### config.mk
export PLATFORM = sky130hd
export DESIGN_NAME = pdm_frontend
export DESIGN_NICKNAME = d
export VERILOG_FILES = /design/src/rtl/pdm_fe_pkg.sv /design/src/rtl/pdm_clkdiv.sv /design/src/rtl/pdm_chan_capture.sv /design/src/rtl/pdm_frontend.sv
export SDC_FILE = /design/constraint.sdc
export NUM_CORES = 1
export LEC_CHECK = 0
export BUFFER_PORTS_ARGS = -buffer_cell sky130_fd_sc_hd__buf_2
export CORE_UTILIZATION = 46
export DETAILED_ROUTE_END_ITERATION = 8
export GPL_ROUTABILITY_DRIVEN = 0
export PLACE_DENSITY = 0.7
export SETUP_SLACK_MARGIN = 0.4
export SLEW_MARGIN = 20
export SYNTH_ARGS = -nofsm -noshare
export SYNTH_HDL_FRONTEND = slang
export SYNTH_SLANG_ARGS = --single-unit
### constraint.sdc
create_clock -name clk -period 2.6 [get_ports clk]
set_clock_uncertainty 0.05 [all_clocks]
set_input_delay 0.13 -clock clk [delete_from_list [all_inputs] [get_ports clk]]
set_output_delay 0.13 -clock clk [all_outputs]
set_load 0.01 [all_outputs]
### src/rtl/pdm_fe_pkg.sv
package pdm_fe_pkg;
  localparam int FE_CH = 2;

  typedef enum logic {
    PH_LOW  = 1'b0,
    PH_HIGH = 1'b1
  } pdm_phase_e;
endpackage

### src/rtl/pdm_clkdiv.sv
module pdm_clkdiv
  import pdm_fe_pkg::*;
#(
  parameter int DIV_W = 4
) (
  input  logic             clk,
  input  logic             rst_n,
  input  logic             enable,
  input  logic [DIV_W-1:0] div,
  output logic             phase_hi,
  output logic [DIV_W-1:0] cnt,
  output logic             run
);
  pdm_phase_e       phase_q;
  logic [DIV_W-1:0] cnt_q;
  logic [DIV_W-1:0] div_q;
  logic             restart;

  assign restart  = !enable || (div != div_q);
  assign run      = !restart;
  assign phase_hi = (phase_q == PH_HIGH);
  assign cnt      = cnt_q;

  always_ff @(posedge clk or negedge rst_n) begin
    if (!rst_n) begin
      div_q   <= '0;
      cnt_q   <= '0;
      phase_q <= PH_LOW;
    end else begin
      div_q <= div;
      if (restart) begin
        cnt_q   <= '0;
        phase_q <= PH_LOW;
      end else if (cnt_q == div) begin
        cnt_q   <= '0;
        phase_q <= (phase_q == PH_LOW) ? PH_HIGH : PH_LOW;
      end else begin
        cnt_q <= cnt_q + 1'b1;
      end
    end
  end


  cnt_bound_chk: assert property (@(posedge clk) disable iff (!rst_n)
    cnt_q <= div_q);


  restart_low_chk: assert property (@(posedge clk) disable iff (!rst_n)
    restart |=> (phase_q == PH_LOW) && (cnt_q == '0));
endmodule

### src/rtl/pdm_chan_capture.sv
module pdm_chan_capture #(
  parameter int DIV_W = 4
) (
  input  logic             clk,
  input  logic             rst_n,
  input  logic             active,
  input  logic             bypass,
  input  logic             pol_hi,
  input  logic [DIV_W-1:0] dly,
  input  logic             phase_hi,
  input  logic [DIV_W-1:0] cnt,
  input  logic             data_i,
  output logic             bit_o,
  output logic             valid_o
);
  logic hit;
  logic bit_q;
  logic valid_q;

  assign hit = active && (bypass || ((phase_hi == pol_hi) && (cnt == dly)));

  always_ff @(posedge clk or negedge rst_n) begin
    if (!rst_n) begin
      bit_q   <= 1'b0;
      valid_q <= 1'b0;
    end else begin
      valid_q <= hit;
      if (hit) bit_q <= data_i;
    end
  end

  assign bit_o   = bit_q;
  assign valid_o = valid_q;


  single_strobe_chk: assert property (@(posedge clk) disable iff (!rst_n)
    (valid_q && !bypass && $past(!bypass)) |=> !valid_q);


  bit_hold_chk: assert property (@(posedge clk) disable iff (!rst_n)
    !hit |=> $stable(bit_q));
endmodule

### src/rtl/pdm_frontend.sv
module pdm_frontend
  import pdm_fe_pkg::*;
#(
  parameter int DIV_W = 4
) (
  input  logic             clk,
  input  logic             rst_n,
  input  logic             cfg_enable,
  input  logic [DIV_W-1:0] cfg_div,
  input  logic             cfg_bypass,
  input  logic             cfg_clk_oe,
  input  logic [DIV_W-1:0] cfg_capt_dly,
  input  logic [FE_CH-1:0] cfg_pol,
  input  logic             cfg_two_ch,
  input  logic             pdm_data_i,
  output logic             pdm_clk_o,
  output logic [FE_CH-1:0] smp_bit_o,
  output logic [FE_CH-1:0] smp_valid_o
);
  logic             phase_hi;
  logic [DIV_W-1:0] cnt;
  logic             run;
  logic [DIV_W-1:0] dly_eff;
  logic [FE_CH-1:0] ch_on;

  pdm_clkdiv #(.DIV_W(DIV_W)) u_div (
    .clk      (clk),
    .rst_n    (rst_n),
    .enable   (cfg_enable),
    .div      (cfg_div),
    .phase_hi (phase_hi),
    .cnt      (cnt),
    .run      (run)
  );

  // delay beyond the half period lands on the half's last cycle
  assign dly_eff = (cfg_capt_dly > cfg_div) ? cfg_div : cfg_capt_dly;

  generate
    for (genvar c = 0; c < FE_CH; c++) begin : g_ch
      if (c == 0) begin : g_first
        assign ch_on[c] = run;
      end else begin : g_more
        assign ch_on[c] = run && cfg_two_ch;
      end
      pdm_chan_capture #(.DIV_W(DIV_W)) u_cap (
        .clk      (clk),
        .rst_n    (rst_n),
        .active   (ch_on[c]),
        .bypass   (cfg_bypass),
        .pol_hi   (cfg_pol[c]),
        .dly      (dly_eff),
        .phase_hi (phase_hi),
        .cnt      (cnt),
        .data_i   (pdm_data_i),
        .bit_o    (smp_bit_o[c]),
        .valid_o  (smp_valid_o[c])
      );
    end
  endgenerate

  assign pdm_clk_o = cfg_clk_oe && cfg_enable && (cfg_bypass ? clk : phase_hi);


  clk_gate_chk: assert property (@(posedge clk) disable iff (!rst_n)
    (!cfg_enable || !cfg_clk_oe) |-> !pdm_clk_o);


  ch1_quiet_chk: assert property (@(posedge clk) disable iff (!rst_n)
    !$past(cfg_two_ch) |-> !smp_valid_o[1]);


  idle_quiet_chk: assert property (@(posedge clk) disable iff (!rst_n)
    !$past(cfg_enable) |-> (smp_valid_o == '0));
endmodule

==> out/results.ini <==
[cells_and_area]
layout.nets=158
drive_above_1_share_pct=27.41
regArea_sq_um=326.6
syn2layout_area_growth_pct=19.71
diodes=0
multiInputGateArea_sq_um=630.6
fill_cells=189

[critical_path]
end_kind=flip-flop
path_class=reg -> reg
cp.required_ns=2.84
worstPathArrival_ns=2.32
startpoint_type=flip-flop
cp_max_fo=4

[clock_tree]
clk_pin_slew_ns=0.08
cts_tree=yes
worstSkewPairLatency_ns=0.39
post_cts_buffers=0

[floorplan]
pin_count=22
die_w_um=49.72
die_h_um=49.72
initial_core_util_pct=51.29
rows=16
die_area_sq_mm=0.002472
coreArea_sq_mm=0.002042

[logic_synthesis]
synth_top_family_by_area=compound AO/OA/AOI/OAI gates
synthesis.area_sq_mm=0.001047
synth_nets=129
synth-simple-area-share_pct=13.02
synth_cell_types=39
yosysSeqAreaShare_pct=31.06
synth_fa_ha_area_share_pct=5.974
avgSynthCellArea_sq_um=9.787
synth_warnings=0
synth_compound_area_share_pct=25.33
synthMuxAreaShare_pct=0.9558
ys_ff_latch=13
synth-xor-area-share_pct=14.22
syn_inst=107

[timing]
fin_crit_sh_pct=79.71
setup_viol=0
grt_setup_unrepaired=no
hold_violations=0
finalSetupTns_ns=0
tightest_slew_ns=0.5783
drv_slew=0
period_needed_ns=2.072
fin_ws_ns=0.5276
hold-worst-slack_ns=0.01483
relSlewSlack_pct=60.96
clock.fmax_ghz=0.4825

[detailed_routing]
ant_nets=0
routed_wl_um=2245
post_drt_wl_per_cell_um=13.86
viasPerCell=5.802
dr.pass1.iters=4
topRoutingLayerUsed=met4
post-route-drc-count=0
met3WireLength_um=121
wirelength_met1_um=1010
drtIter0Drc=32
wl_met2_um=999
via_count=940

[power]
power_density_mw_per_mm2=465.2
ir_drop_mv=0.2273
p_leak_nw=0.5859

[global_route]
grt_pass1_wl_um=3836
grt_pass1_vias=873
antenna_found_initial=0
grt_max_degree=14
grtUsageTotal_pct=22.06
overflow=0

[run]
maxCapViolCount=0

[outcome]
run_status=completed

[place]
hpwl_um=1678
port_buffers=21
dpl_worst_slack_ns=0.1143

[min_path]
min_path_type=in -> reg

-- cells in the mapped netlist (all sizes together) --
cell type  count  area, sq um
ha             5        62.56
o21ai          3        15.01
a22o           1        8.760
xor2          12        105.1
a221oi         1        8.760
o311a          1        10.01
a21boi         1        7.510
o21a           1        7.510
a221o          1        10.01
nor2b          1        13.76
xnor2          5        43.79
a21oi          1        5.000
nor2           6        22.52
o211ai         1        7.510
mux2i          1        10.01
a31oi          1        6.260
and2           3        18.77
o2111a         2        22.52
o31ai          1        7.510
o311ai         5        43.79
a22oi          1        7.510
a311o          2        21.27
nor4           2        27.53
nand2          6        22.52
a31o           2        17.52
nand2b         1        6.260
nor3           1        5.000
a21o           1        7.510
clkbuf         1        5.000
dfrtp         13        325.3
buf            7        63.81
nand3          4        20.02
o41ai          1        16.27
inv            8        30.03
o2111ai        4        35.03
-- cells by family after synthesis --
logic type | Yosys count
AOI/OAI and AO/OA | 31
and+or+nand+nor | 24
xor gates and xnor gates | 17
buffers and inverters | 16
DFF | 13
adders and majority gates | 5
muxes | 1
-- metrics by stage --
step	util, %	cell area [sq um]	instances	power (W)
after detailed placement	55.09	1125	148	0.0003767
after CTS	60.97	1245	162	0.0005837
final	61.40	1254	162	0.0005832
after global placement	55.09	1125	148	0.0003751
after floorplan	-	1047	107	0.0003438
after global routing	61.40	1254	162	0.0006262
-- critical path: stages, from the launching register on --
cell and delay [ns]:
dfrtp_1 0.44, xor2_1 0.20, o41ai_2 0.34, a21boi_1 0.13
a221o_1 0.29, o311a_1 0.34, a31o_1 0.18
-- report_power, final --
| group | switching, W | internal, W |
|---|---|---|
| logic | 0.0000837 | 0.0000717 |
| registers | 0.00000704 | 0.000214 |
| clock network | 0.0000927 | 0.000114 |
-- registers in the layout (all words and copies together), names as in the netlist --
register / count
u_div.cnt: 4
g_ch.u_cap.bit_o: 2
g_ch.u_cap.valid_o: 2
u_div.div_q: 4
u_div.phase_hi: 1
-- layout by cell type, fill, tap and decap left out, types with 2 or more instances in the layout --
master          n
o21ai_0         3
buf_2          21
clkbuf_4        6
o2111ai_1       4
o2111a_1        2
nand2_1         6
inv_1           8
xnor2_1         5
nor2_1          6
o311ai_0        4
dfrtp_1        12
xor2_1         12
and2_1          2
nand3_1         4
dlygate4sd3_1   7
ha_1            5
-- metal layers --
metal | vias up | GRT usage [%]
li1 | 452 | -
met1 | 437 | 25.53
met2 | 36 | 32.66
met3 | 15 | 5.556
met4 | 0 | 20.95
met5 | - | 0
-- timing repair --
| action | in CTS | in global routing |
|---|---|---|
| endpoints found under the hold margin | 20 | 0 |
| hold buffers | 7 | 0 |
| setup endpoints to repair | 0 | 2 |
| resized for setup | 0 | 5 |
-- path summary, 6_finish.rpt --
| path | start | endpoint | slack [ns] | depth (start not counted) |
|---|---|---|---|---|
| worst max-delay path | u_div.cnt[1] | g_ch[0].u_cap.bit_o | 0.53 | 6 |
| worst min-delay path | cfg_bypass | g_ch[1].u_cap.valid_o | 0.01 | 3 |
| worst max register to register | u_div.cnt[1] | g_ch[0].u_cap.bit_o | 0.53 | 6 |
| worst min register to register | g_ch[1].u_cap.bit_o | g_ch[1].u_cap.bit_o | 0.50 | 2 |
| max in group asynchronous | rst_n | u_div.cnt[0] | 2.16 | 2 |
| min in group asynchronous | rst_n | g_ch[1].u_cap.valid_o | 0.10 | 2 |
-- cell type report --
cell class,count,share of cell area [%]
flip-flops and latches,13,26.05
multi-input cells,78,50.30
clock buffers,7,3.992
clock inverters,1,0.3992
well taps,27,2.695
repair buffers,28,14.17
inverters,8,2.395
(Power assumes the default switching activity.)
